File: src/rtl/qtb_pkg.sv
package qtb_pkg;

    typedef enum logic [1:0] {
        REG_LOAD  = 2'd0,
        REG_VALUE = 2'd1,
        REG_CTRL  = 2'd2,
        REG_ACK   = 2'd3
    } qtb_reg_e;

    localparam int CTRL_W    = 8;
    localparam int EN_BIT    = 7;
    localparam int PER_BIT   = 6;
    localparam int D256_BIT  = 3;
    localparam int D16_BIT   = 2;
    localparam logic [CTRL_W-1:0] CTRL_RESET = 8'h40;

    localparam int DIV_LO_LOG = 4;
    localparam int DIV_HI_LOG = 8;

endpackage

File: src/rtl/qtb_regdec.sv
module qtb_regdec
    import qtb_pkg::*;
#(
    parameter int N      = 4,
    parameter int IDX_W  = (N > 1) ? $clog2(N) : 1,
    parameter int ADDR_W = IDX_W + 5
) (
    input  logic              clk,
    input  logic              rst_n,
    input  logic              wr_en,
    input  logic [ADDR_W-1:0] addr,
    output logic [N-1:0]      wr_load,
    output logic [N-1:0]      wr_value,
    output logic [N-1:0]      wr_ctrl,
    output logic [N-1:0]      wr_ack,
    output logic [IDX_W-1:0]  sel_idx,
    output qtb_reg_e          sel_reg,
    output logic              sel_ok
);

    always_comb begin
        sel_idx = addr[ADDR_W-1:5];
        sel_reg = qtb_reg_e'(addr[3:2]);
        sel_ok  = (addr[4] == 1'b0) && (addr[1:0] == 2'b00);
    end

    for (genvar g = 0; g < N; g++) begin : g_strobe
        logic hit;
        assign hit         = wr_en && sel_ok && (sel_idx == IDX_W'(g));
        assign wr_load[g]  = hit && (sel_reg == REG_LOAD);
        assign wr_value[g] = hit && (sel_reg == REG_VALUE);
        assign wr_ctrl[g]  = hit && (sel_reg == REG_CTRL);
        assign wr_ack[g]   = hit && (sel_reg == REG_ACK);
    end

    // one register of one timer at most per write
    a_r2_single_strobe: assert property (@(posedge clk) disable iff (!rst_n)
        $onehot0({wr_load, wr_value, wr_ctrl, wr_ack}));

    // unmapped offsets produce no strobe
    a_r2_unmapped_quiet: assert property (@(posedge clk) disable iff (!rst_n)
        (wr_en && addr[4]) |-> ({wr_load, wr_value, wr_ctrl, wr_ack} == '0));

endmodule

File: src/rtl/qtb_prescale.sv
module qtb_prescale
    import qtb_pkg::*;
#(
    parameter int PRE_W = DIV_HI_LOG
) (
    input  logic clk,
    input  logic rst_n,
    input  logic restart,
    input  logic advance,
    input  logic sel_div16,
    input  logic sel_div256,
    output logic tick
);

    logic [PRE_W-1:0] pre_d, pre_q;

    always_comb begin
        pre_d = pre_q;
        if (restart) begin
            pre_d = '0;
        end else if (advance) begin
            pre_d = pre_q + PRE_W'(1);
        end
    end

    always_ff @(posedge clk or negedge rst_n) begin
        if (!rst_n) begin
            pre_q <= '0;
        end else begin
            pre_q <= pre_d;
        end
    end

    always_comb begin
        if (sel_div256) begin
            tick = &pre_q[DIV_HI_LOG-1:0];
        end else if (sel_div16) begin
            tick = &pre_q[DIV_LO_LOG-1:0];
        end else begin
            tick = 1'b1;
        end
    end

    // a restart always begins a fresh prescale period
    a_r5_restart_zero: assert property (@(posedge clk) disable iff (!rst_n)
        restart |=> (pre_q == '0));

endmodule

File: src/rtl/qtb_channel.sv
module qtb_channel
    import qtb_pkg::*;
#(
    parameter int CNT_W = 24
) (
    input  logic             clk,
    input  logic             rst_n,
    input  logic             wr_load,
    input  logic             wr_value,
    input  logic             wr_ctrl,
    input  logic             wr_ack,
    input  logic [CNT_W-1:0] wdata,
    output logic [CNT_W-1:0] load_o,
    output logic [CNT_W-1:0] count_o,
    output logic [CTRL_W:0]  ctrl_o,
    output logic             irq_o
);

    typedef struct packed {
        logic [CNT_W-1:0]  load;
        logic [CNT_W-1:0]  count;
        logic [CTRL_W-1:0] ctrl;
        logic              err;
        logic              run;
        logic              irq;
    } chan_t;

    chan_t st_d, st_q;
    logic  any_wr;
    logic  restart;
    logic  ack;
    logic  fire;
    logic  tick;

    assign any_wr = wr_load | wr_value | wr_ctrl | wr_ack;

    qtb_prescale #(.PRE_W(DIV_HI_LOG)) u_pre (
        .clk        (clk),
        .rst_n      (rst_n),
        .restart    (restart),
        .advance    (st_q.run && !any_wr),
        .sel_div16  (st_q.ctrl[D16_BIT] && !st_q.ctrl[D256_BIT]),
        .sel_div256 (st_q.ctrl[D256_BIT]),
        .tick       (tick)
    );

    always_comb begin
        st_d    = st_q;
        restart = 1'b0;
        ack     = 1'b0;
        fire    = 1'b0;

        if (wr_load) begin
            st_d.load  = wdata;
            st_d.count = wdata;
            st_d.run   = 1'b1;
            restart    = 1'b1;
            ack        = 1'b1;
        end

        if (wr_value) begin
            st_d.count = wdata;
        end

        if (wr_ctrl) begin
            st_d.ctrl = wdata[CTRL_W-1:0];
            ack       = 1'b1;
            if (wdata[D256_BIT] && wdata[D16_BIT]) begin
                st_d.err = 1'b1;
            end
            if (wdata[EN_BIT]) begin
                st_d.count = st_q.load;
                st_d.run   = 1'b1;
                restart    = 1'b1;
            end
        end

        if (wr_ack) begin
            ack = 1'b1;
            if (st_q.ctrl[PER_BIT]) begin
                st_d.count = st_q.load;
                st_d.run   = 1'b1;
                restart    = 1'b1;
            end
        end

        if (!any_wr && st_q.run && tick) begin
            if (st_q.count > CNT_W'(1)) begin
                st_d.count = st_q.count - CNT_W'(1);
            end else begin
                st_d.count = '0;
                st_d.run   = 1'b0;
                fire       = st_q.ctrl[EN_BIT];
            end
        end

        if (ack) begin
            st_d.irq = 1'b0;
        end else if (fire) begin
            st_d.irq = 1'b1;
        end
    end

    always_ff @(posedge clk or negedge rst_n) begin
        if (!rst_n) begin
            st_q.load  <= '1;
            st_q.count <= '0;
            st_q.ctrl  <= CTRL_RESET;
            st_q.err   <= 1'b0;
            st_q.run   <= 1'b0;
            st_q.irq   <= 1'b0;
        end else begin
            st_q <= st_d;
        end
    end

    assign load_o  = st_q.load;
    assign count_o = st_q.count;
    assign ctrl_o  = {st_q.err, st_q.ctrl};
    assign irq_o   = st_q.irq;

    // start-count write lands in the live count and drops the interrupt
    a_r3_load_restart: assert property (@(posedge clk) disable iff (!rst_n)
        wr_load |=> (st_q.count == $past(wdata)) && !st_q.irq);

    // without a write the count never rises (no wrap below zero)
    a_r4_no_wrap: assert property (@(posedge clk) disable iff (!rst_n)
        !any_wr |=> (st_q.count <= $past(st_q.count)));

    // a stopped timer at zero stays at zero
    a_r4_hold_zero: assert property (@(posedge clk) disable iff (!rst_n)
        (!any_wr && !st_q.run && (st_q.count == '0)) |=> (st_q.count == '0));

    // the error flag is sticky
    a_r5_err_sticky: assert property (@(posedge clk) disable iff (!rst_n)
        st_q.err |=> st_q.err);

    // a disabled timer raises no interrupt
    a_r6_quiet_disabled: assert property (@(posedge clk) disable iff (!rst_n)
        (!st_q.irq && !st_q.ctrl[EN_BIT]) |=> !st_q.irq);

    // a control write drops the interrupt
    a_r7_ctrl_ack: assert property (@(posedge clk) disable iff (!rst_n)
        wr_ctrl |=> !st_q.irq);

    // periodic acknowledge reloads from the start count
    a_r8_periodic_reload: assert property (@(posedge clk) disable iff (!rst_n)
        (wr_ack && st_q.ctrl[PER_BIT]) |=> (st_q.count == st_q.load) && !st_q.irq);

    // one-shot acknowledge leaves the count alone
    a_r8_oneshot_keep: assert property (@(posedge clk) disable iff (!rst_n)
        (wr_ack && !st_q.ctrl[PER_BIT]) |=> (st_q.count == $past(st_q.count)));

    // the interrupt holds until an acknowledging write
    a_r10_irq_level: assert property (@(posedge clk) disable iff (!rst_n)
        (st_q.irq && !wr_load && !wr_ctrl && !wr_ack) |=> st_q.irq);

endmodule

File: src/rtl/quad_timer_bank.sv
module quad_timer_bank
    import qtb_pkg::*;
#(
    parameter int N_TIMERS = 4,
    parameter int CNT_W    = 24,
    parameter int DATA_W   = 32,
    parameter int IDX_W    = (N_TIMERS > 1) ? $clog2(N_TIMERS) : 1,
    parameter int ADDR_W   = IDX_W + 5
) (
    input  logic                clk,
    input  logic                rst_n,
    input  logic                wr_en,
    input  logic                rd_en,
    input  logic [ADDR_W-1:0]   addr,
    input  logic [DATA_W-1:0]   wdata,
    output logic [DATA_W-1:0]   rdata,
    output logic [N_TIMERS-1:0] irq
);

    localparam int CTRL_RD_W = CTRL_W + 1;

    logic [N_TIMERS-1:0] wr_load, wr_value, wr_ctrl, wr_ack;
    logic [IDX_W-1:0]    sel_idx;
    qtb_reg_e            sel_reg;
    logic                sel_ok;

    logic [CNT_W-1:0]     load_arr  [N_TIMERS];
    logic [CNT_W-1:0]     count_arr [N_TIMERS];
    logic [CTRL_RD_W-1:0] ctrl_arr  [N_TIMERS];

    logic unused_wdata_hi;
    assign unused_wdata_hi = ^wdata[DATA_W-1:CNT_W];

    qtb_regdec #(.N(N_TIMERS), .IDX_W(IDX_W), .ADDR_W(ADDR_W)) u_dec (
        .clk      (clk),
        .rst_n    (rst_n),
        .wr_en    (wr_en),
        .addr     (addr),
        .wr_load  (wr_load),
        .wr_value (wr_value),
        .wr_ctrl  (wr_ctrl),
        .wr_ack   (wr_ack),
        .sel_idx  (sel_idx),
        .sel_reg  (sel_reg),
        .sel_ok   (sel_ok)
    );

    for (genvar g = 0; g < N_TIMERS; g++) begin : g_chan
        qtb_channel #(.CNT_W(CNT_W)) u_chan (
            .clk      (clk),
            .rst_n    (rst_n),
            .wr_load  (wr_load[g]),
            .wr_value (wr_value[g]),
            .wr_ctrl  (wr_ctrl[g]),
            .wr_ack   (wr_ack[g]),
            .wdata    (wdata[CNT_W-1:0]),
            .load_o   (load_arr[g]),
            .count_o  (count_arr[g]),
            .ctrl_o   (ctrl_arr[g]),
            .irq_o    (irq[g])
        );
    end

    always_comb begin
        rdata = '0;
        if (rd_en && sel_ok) begin
            case (sel_reg)
                REG_LOAD:  rdata[CNT_W-1:0]     = load_arr[sel_idx];
                REG_VALUE: rdata[CNT_W-1:0]     = count_arr[sel_idx];
                REG_CTRL:  rdata[CTRL_RD_W-1:0] = ctrl_arr[sel_idx];
                default:   rdata                = '0;
            endcase
        end
    end

    // reads of unmapped offsets return zero
    a_r2_unmapped_zero: assert property (@(posedge clk) disable iff (!rst_n)
        (rd_en && addr[4]) |-> (rdata == '0));

endmodule

File: config.mk
export PLATFORM = sky130hd
export DESIGN_NAME = quad_timer_bank
export DESIGN_NICKNAME = d
export VERILOG_FILES = /design/src/rtl/qtb_pkg.sv /design/src/rtl/qtb_regdec.sv /design/src/rtl/qtb_prescale.sv /design/src/rtl/qtb_channel.sv /design/src/rtl/quad_timer_bank.sv
export SDC_FILE = /design/constraint.sdc
export NUM_CORES = 1
export LEC_CHECK = 0
export BUFFER_PORTS_ARGS = -buffer_cell sky130_fd_sc_hd__buf_4
export CAP_MARGIN = 20
export CORE_ASPECT_RATIO = 1.25
export CORE_MARGIN = 4
export CORE_UTILIZATION = 63
export DETAILED_ROUTE_END_ITERATION = 12
export PLACE_DENSITY = 0.84
export SLEW_MARGIN = 40
export SYNTH_ARGS = -nofsm -noshare
export SYNTH_HDL_FRONTEND = slang
export SYNTH_HIERARCHICAL = 1
export SYNTH_SLANG_ARGS = --single-unit
File: constraint.sdc
create_clock -name clk -period 2.7 [get_ports clk]
set_clock_uncertainty 0.1 [all_clocks]
set_input_delay 0.27 -clock clk [delete_from_list [all_inputs] [get_ports clk]]
set_output_delay 0.27 -clock clk [all_outputs]
set_load 0.01 [all_outputs]
==> results.txt, run 1 <==
In this run the deepest clock path goes through 3 buffers. Number of I/O pins: 79. After Yosys synthesis, XOR and XNOR cells account for 4.622% of the synthesized area. The largest total area in the synthesized netlist belongs to dfrtp_1. In the final routed layout, each cell accounts on average for 24.89 um. The largest incremental delay on the critical path was 0.47 ns.

Sorting the synthesized cells by how often they occur yields buf_4 (257), dfrtp_1 (168), mux2_2 (162), o21ai_0 (162), nand2_1 (144). Subtracting the final worst setup slack from the clock period gives 2.617 ns. Cells with a size suffix above 1 make up 31.84% of the layout. The tools report the data arrival at the endpoint of the critical path as 2.25 ns. The count of state elements after synthesis works out to 268. The portion of the clock cycle consumed by the worst path in the final layout was 96.91%; the via count of the first global-routing pass was 14350. The number of cells traversed by the worst register-to-register path came out at 7. In this run, distinct cell masters in the synthesized netlist total 56.

Highest layer used for signal routing: met4. In the post-synthesis netlist, the biggest area contributors are dfrtp_1 (23%), dfstp_2 (14%), buf_4 (11%). Summing the areas of all compound-gate instances in the mapped netlist gives 12.96% of the synthesized area. The tool flagged a number of max-cap violations equal to 0. The area used by sequential logic in the layout was 6832 um2. For the post-synthesis cell count, the log shows 1841. TritonCTS built the clock tree. The final cell count without fillers is 2073, and the number of remaining DRC errors is 0. The vias after detailed routing was 14500.

The worst setup path is captured at an output pin. Entering global routing, the biggest net connects 67 pins. The routed wire length on met3 is 5.038 mm, and the H-tree depth reported by CTS is 1. Measured against its own limit, the worst slew margin works out to 55.32%.

The total overflow left after global routing is 0. The floorplan step set the die height to 198.0 um. The routed design uses 24.52 mm of met2 wire.

The Yosys step of the flow raised 6 warnings. Setup repair after global routing left no endpoint under its margin. The die footprint was 31680 um2; the number of gates given a new drive strength after cts was 0.

Wires add up to 51.59 mm. The first detailed-routing pass ran for 6 iterations. The die is 160.0 um wide.

The worst hold path passes through 2 cells. In this run the worst path has a maximum fanout of 6. For this block, wires on met1 add up to 18.40 mm. For the sum of net half-perimeters after detailed placement, the log shows 35.56 mm. By area, the combinational part of the netlist is dominated by multiplexers. The critical path runs through a total of 5 cells. The layout-stage area growth over the synthesis result was 3.700%; the total power per unit cell area was 844.7 nW/um2. The repair_antennas step left the layout with diodes totalling 0. Timing would allow up to 0.3822 GHz. The transition time at the pin with the least slew margin is 0.6641 ns, and the number of enable-type register cells in the synthesized netlist is 0. The average vias per placed instance is 6.994.

The first-iteration detailed-routing DRC count is 1881. The run gives 0 as the initial antenna violation count. The number of clock buffers added by TritonCTS is 28. The clock edge transition at the registers on the reported setup and hold paths works out to 0.06 ns. For this configuration, the core starts out at a cell density of 63.86%. The filler cells instantiated in the layout total 2072. The run gives 1752 as the net count reported at finish.

The signal on the critical path passes through buf_4 -> mux4_2 -> mux2i_1 -> nor2_1 -> buf_4. Classification of the worst-slack hold path: input pin to register. The flow ran to the end, and the final reports show no timing, DRC or antenna violations.

Averaged over all synthesized cells, the footprint is 9.882 um2. The synthesized design devotes to its leading area cell type 23.11% of total area. The wire length of the first global-routing pass was 81.32 mm. The worst ir drop on vdd was 541.9 uV; the leakage power figure was 0.007917 uW. The most frequent cell after synthesis is buf_4. Row generation in the floorplan step produced 69 rows. The buffers plus inverters on the worst setup path was 2. The tools report the max-slew violation count as 0. The tools report the final-report hold violation count as 0.

The count of nets left with antenna violations once routing finished came out at 0. The synthesized netlist devotes 14.61% of its cell area to simple gates. The multi-input combinational cells in the finished layout cover a total of 9052 um2. Once layout is complete, the utilization of the core stands at 66.22%. The routability-driven placement congestion ratio is 0.9715, and the endpoint required time on the critical path is 2.33 ns. The startpoint-to-endpoint class of the critical path was register to output pin. The total area inside the core boundary comes to 28490 um2. The type of origin of the critical path was a register.

The multiplexer fraction of the synthesized cell area was 16.07%. The slowest stage of the critical path belongs to the cell mux4_2. The run gives 0 as the count of final setup violators. The synthesized netlist occupies a cell area of 18190 um2. Buffers placed on the I/O ports in this run total 62. The total routing resource utilization after global routing came out at 32.09%.

For this run, the leading register cell type out of synthesis is dfrtp_1. Summing the sequential cell areas from Yosys gives 37.55% of the chip area. Summing the areas of all fa, ha and maj instances in the mapped netlist gives 0.8253% of the synthesized area. The cell sitting at the root of the clock tree is a clkbuf_16. Most numerous cell on the critical path: buf_4.

The fraction of registers with async set/reset was 100.0%; the later-pin clock latency in the skew report was 0.56 ns. After detailed placement, the design holds a cell count of 2002. The cell class contributing the biggest share of worst-path delay is multiplexers.

The tree built by TritonCTS fans out to 268 sinks.
## placed cells by master, fill, tap and decap left out, types with 29 or more instances in the layout
| master | Yosys | final |
|---|---|---|
| mux2_2 | 162 | 162 |
| dfrtp_1 | 168 | 168 |
| clkbuf_16 | 0 | 29 |
| mux4_2 | 38 | 38 |
| xnor2_1 | 58 | 58 |
| o21ai_0 | 162 | 162 |
| buf_4 | 257 | 139 |
| o22ai_1 | 59 | 59 |
| dfstp_2 | 100 | 100 |
| xor2_1 | 38 | 38 |
| nand2_1 | 144 | 144 |
| o211ai_1 | 52 | 52 |
| o31ai_1 | 63 | 63 |
| nand3_1 | 102 | 102 |
| nor3_1 | 38 | 34 |
| nor2_1 | 66 | 63 |
## layer usage
metal	vias up	track usage, %
li1	6178	-
met1	7111	40.20
met2	968	53.72
met3	241	4.601
met4	0	18.23
met5	-	0
## stage by stage
step	total power, uW	hold WS (ns)	instance area (um2)	setup WS, ns	setup TNS (ns)
3_5_place_dp	11960	0.1506	17790	-0.03266	-0.09733
5_1_grt	16700	0.01879	18870	0.03720	0
2_1_floorplan	10870	-0.1256	18230	-0.06498	-1.748
3_3_place_gp	11650	0.1441	17790	0.02005	0
6_report	15940	0.02663	18870	0.08337	0
4_1_cts	15780	0.004678	18870	0.1043	0
## cell type report
class / instances / share of cell area, %
flip-flops and latches: 268 / 36.21
clock inverters: 4 / 0.1061
well taps: 355 / 2.354
clock buffers: 47 / 4.523
repair buffers: 178 / 8.582
inverters: 12 / 0.2388
multi-input cells: 1209 / 47.98
## registers in the layout, indices dropped and copies added (netlist names)
| signal | cells |
|---|---|
| g_chan.u_chan/ctrl_o | 36 |
| g_chan.u_chan/count_o | 96 |
| g_chan.u_chan/load_o | 96 |
| g_chan.u_chan/irq_o | 4 |
| g_chan.u_chan/st_q | 4 |
| g_chan.u_chan/u_pre/pre_q | 32 |
## final timing paths
kind                                              startpoint                            to  slack (ns)
worst max-delay path            g_chan[2].u_chan/count_o[16]                     rdata[16]        0.08
worst min-delay path                                wdata[5]    g_chan[2].u_chan/load_o[5]        0.03
worst max register to register   g_chan[3].u_chan/count_o[0]  g_chan[3].u_chan/count_o[22]        0.21
worst min register to register    g_chan[0].u_chan/ctrl_o[8]    g_chan[0].u_chan/ctrl_o[8]        0.37
max in group asynchronous                              rst_n    g_chan[3].u_chan/load_o[3]        1.39
min in group asynchronous                              rst_n      g_chan[2].u_chan/st_q[1]        0.15
## what timing repair did
action / CTS / global route
endpoints found under the setup margin: 0 / 0
endpoints found under the hold margin: 130 / 0
hold buffers: 20 / 0
setup buffers: 0 / 0
## where the power goes
| part | internal, uW | total (uW) | switching, uW | leakage, uW |
|---|---|---|---|---|
| clock | 2130 | 3740 | 1610 | 0.000430 |
| sequential | 4980 | 6450 | 1460 | 0.00325 |
| combinational | 2680 | 5750 | 3070 | 0.00423 |
| total | 9800 | 15900 | 6130 | 0.00792 |
## cells by family after synthesis
family,count (synthesis)
compound gates,380
other cells,1
xor+xnor,96
buf+inv,371
mux,221
fa+ha+maj,12
simple gates,492
flops,268
(Power assumes the default switching activity.)
==> run 2: changes to the inputs <==
- SETUP_SLACK_MARGIN: not set -> 0.3
==> run 2 against run 1 <==
  * Sequential cell count unchanged
  * Clock power about the same
  * Combinational power about the same
  * Cell area is 0.90% higher
  * Die area is the same
  * Power rose by 0.53%
  * Register-to-register slack better by 0.11 ns
  * Via count down 1.4%
  * Worst hold slack better by 0.0038 ns
  * Critical endpoint is now rdata[13]
==> results.txt, run 2 (synthesized netlist as in run 1, its figures left out) <==
The run finished with clean final reports. The initial antenna violation count is 0. At the pin with the least slew margin, the transition time is 0.6688 ns.

The biggest fanout along the worst timing path was 5. STA classifies the critical path endpoint as an output pin. The logs give 0 for the max-slew violation count and 69 for the number of placement rows. The setup slack on the worst flop-to-flop path is 0.32 ns, and the net count reported at finish is 1746. The worst path uses 89.05% of the clock period. The die span in x works out to 160.0 um. The final-report hold violation count was 0; the final hold slack was 0.03041 ns. The number of antenna diodes in the final layout is 0. For this configuration, the core starts out at a cell density of 63.86%. The run gives 78.41 mm as the wire length of the first global-routing pass.

After detailed routing, the number of vias per cell comes to 6.919. Derived from the worst setup path, the maximum achievable clock frequency is 0.4159 GHz. Measured against its own limit, the worst slew margin works out to 55.00%.

The total routing resource utilization after global routing is 30.83%. Setup repair after global routing could not meet its margin everywhere. The tools report the H-tree depth reported by CTS as 1. The routed layout has 14300 vias. Summed over all cells, the static leakage comes to 0.007927 uW.

The worst setup path is launched from a register. The worst register-to-register path has a depth of 6. The count of buffers added on input and output ports is 62. The layout-stage area growth over the synthesis result was 4.629%; the post-route setup TNS was 0 ns.

The buffer cell driving the clock tree root was clkbuf_16. The first-iteration detailed-routing DRC count was 1645; the average wire per cell in the routed design was 24.17 um. Time the final worst path needs with I/O delays and setup: 2.404 ns. The source of the worst register-to-register timing path was g_chan[2].u_chan/count_o[16]. The tool flagged a number of max-cap violations equal to 0.

Startpoint-to-endpoint class of the critical path: register to output pin. The tightest min-delay check is of the input pin to register type. Power spread over the standard cell area amounts to 841.7 nW/um2. The detail route stage leaves a number of antenna-violating nets equal to 0. The run gives 2024 as the total of fill cells in the finished design. The tools report the number of remaining DRC errors as 0. At the later pin of the worst-skew pair, clock insertion delay measures 0.54 ns. The termination of the worst setup path was rdata[13]. Cell with the largest stage delay on the worst path: mux4_2.

Setup violations remaining at the end of the flow were counted as 0. For this run, the slowest stage of the critical path takes 0.53 ns. Detailed placement ended at an HPWL of 34.94 mm. In this run the vertical extent of the chip is 198.0 um. The number of I/O pins came out at 79. The critical path goes through mux4_2 -> mux2i_2 -> nor2_1 -> buf_4.

TritonCTS built the clock tree. The endpoint required time on the critical path was 2.33 ns. For the die footprint, the log shows 31680 um2. The via count of the first global-routing pass was 14250; the number of sinks handled by clock tree synthesis was 268. Clock-pin slew was measured on the worst setup and hold paths at 0.06 ns.

The maximum number of pins on one net before global-route repair was 77; the routability-driven placement congestion ratio was 0.9579. Timing startpoint of the critical path: g_chan[3].u_chan/count_o[13]. Counting the buffers created by CTS gives 27. The logs give 581.4 uV for the worst ir drop on vdd and 3 for the maximum clock path buffer count.

Cells with a size suffix above 1 make up 34.07% of the layout. The library cells used most frequently in the layout, excluding fill and tap cells, are mux2_2 (162), o21ai_0 (162), dfrtp_1 (154). The endpoint identified for the worst register-to-register timing path is g_chan[2].u_chan/count_o[16]. The logs give 49.93 mm for the routed wire length and 6 for the total iterations of the first detailed-routing run.

Global routing finished with a remaining overflow of 0. STA puts the critical path data arrival time at 2.03 ns. For the area of the core, the log shows 28490 um2.
[run 2: repair_timing]
| item | 4_1_cts | 5_1_grt |
|---|---|---|
| gates resized for setup | 9 | 27 |
| endpoints found under the setup margin | 18 | 31 |
| endpoints found under the hold margin | 138 | 0 |
| setup buffers | 5 | 6 |
| pin swaps | 1 | 3 |
| hold buffers | 20 | 0 |
| gates cloned | 0 | 0 |
[run 2: power breakdown]
| group | total [uW] | switching (uW) | internal [uW] |
|---|---|---|---|
| clock network | 3740 | 1590 | 2150 |
| registers | 6550 | 1550 | 5000 |
| logic | 5730 | 2990 | 2740 |
| total | 16000 | 6130 | 9890 |
[run 2: how the worst min path moves through the flow]
stage             start                           to  slack, ns  cells past startpoint
2_1_floorplan     rst_n  g_chan[0].u_chan/count_o[0]      -0.13                      0
3_3_place_gp      rst_n   g_chan[2].u_chan/ctrl_o[0]       0.20                      1
3_5_place_dp      rst_n   g_chan[2].u_chan/ctrl_o[2]       0.20                      1
4_1_cts        wdata[4]   g_chan[3].u_chan/ctrl_o[4]      0.002                      2
5_1_grt        wdata[4]   g_chan[3].u_chan/ctrl_o[4]       0.03                      2
6_report       wdata[4]   g_chan[3].u_chan/ctrl_o[4]       0.03                      2
[run 2: critical path, delay by kind of cell (launching register included)]
family | cells | cell delay [ns]
multiplexers | 2 | 0.80
buffers and inverters | 1 | 0.15
AND/OR/NAND/NOR | 1 | 0.07
flip-flops | 1 | 0.48
[run 2: metal layers]
layer	global-route usage (%)	vias up	wire length, um
li1	-	6190	-
met1	41.37	7083	18860
met3	4.747	172	4764
met2	50.16	850	23810
met5	0	-	0
met4	13.61	0	2491
[run 2: final cells by class]
type                    instances  area (um2)  area share (%)
multi-input cells            1209        9214           48.41
flip-flops and latches        268        6849           35.98
repair buffers                173        1610           8.460
clock buffers                  42       812.0           4.266
well taps                     355       444.2           2.334
clock inverters                 7       60.06          0.3155
inverters                      12       45.04          0.2366
[run 2: per-stage QoR]
stage          setup WS, ns  utilization, %  instance area [um2]  total power (uW)  std cells
3_5_place_dp       0.004679           62.36                17770             11820       1986
2_1_floorplan        0.2961               -                18370             10910       1848
6_report             0.2957           66.81                19030             16020       2066
4_1_cts              0.2197           66.35                18900             15700       2060
5_1_grt              0.2189           66.81                19030             16820       2066
3_3_place_gp        0.02870           62.36                17770             11500       1986
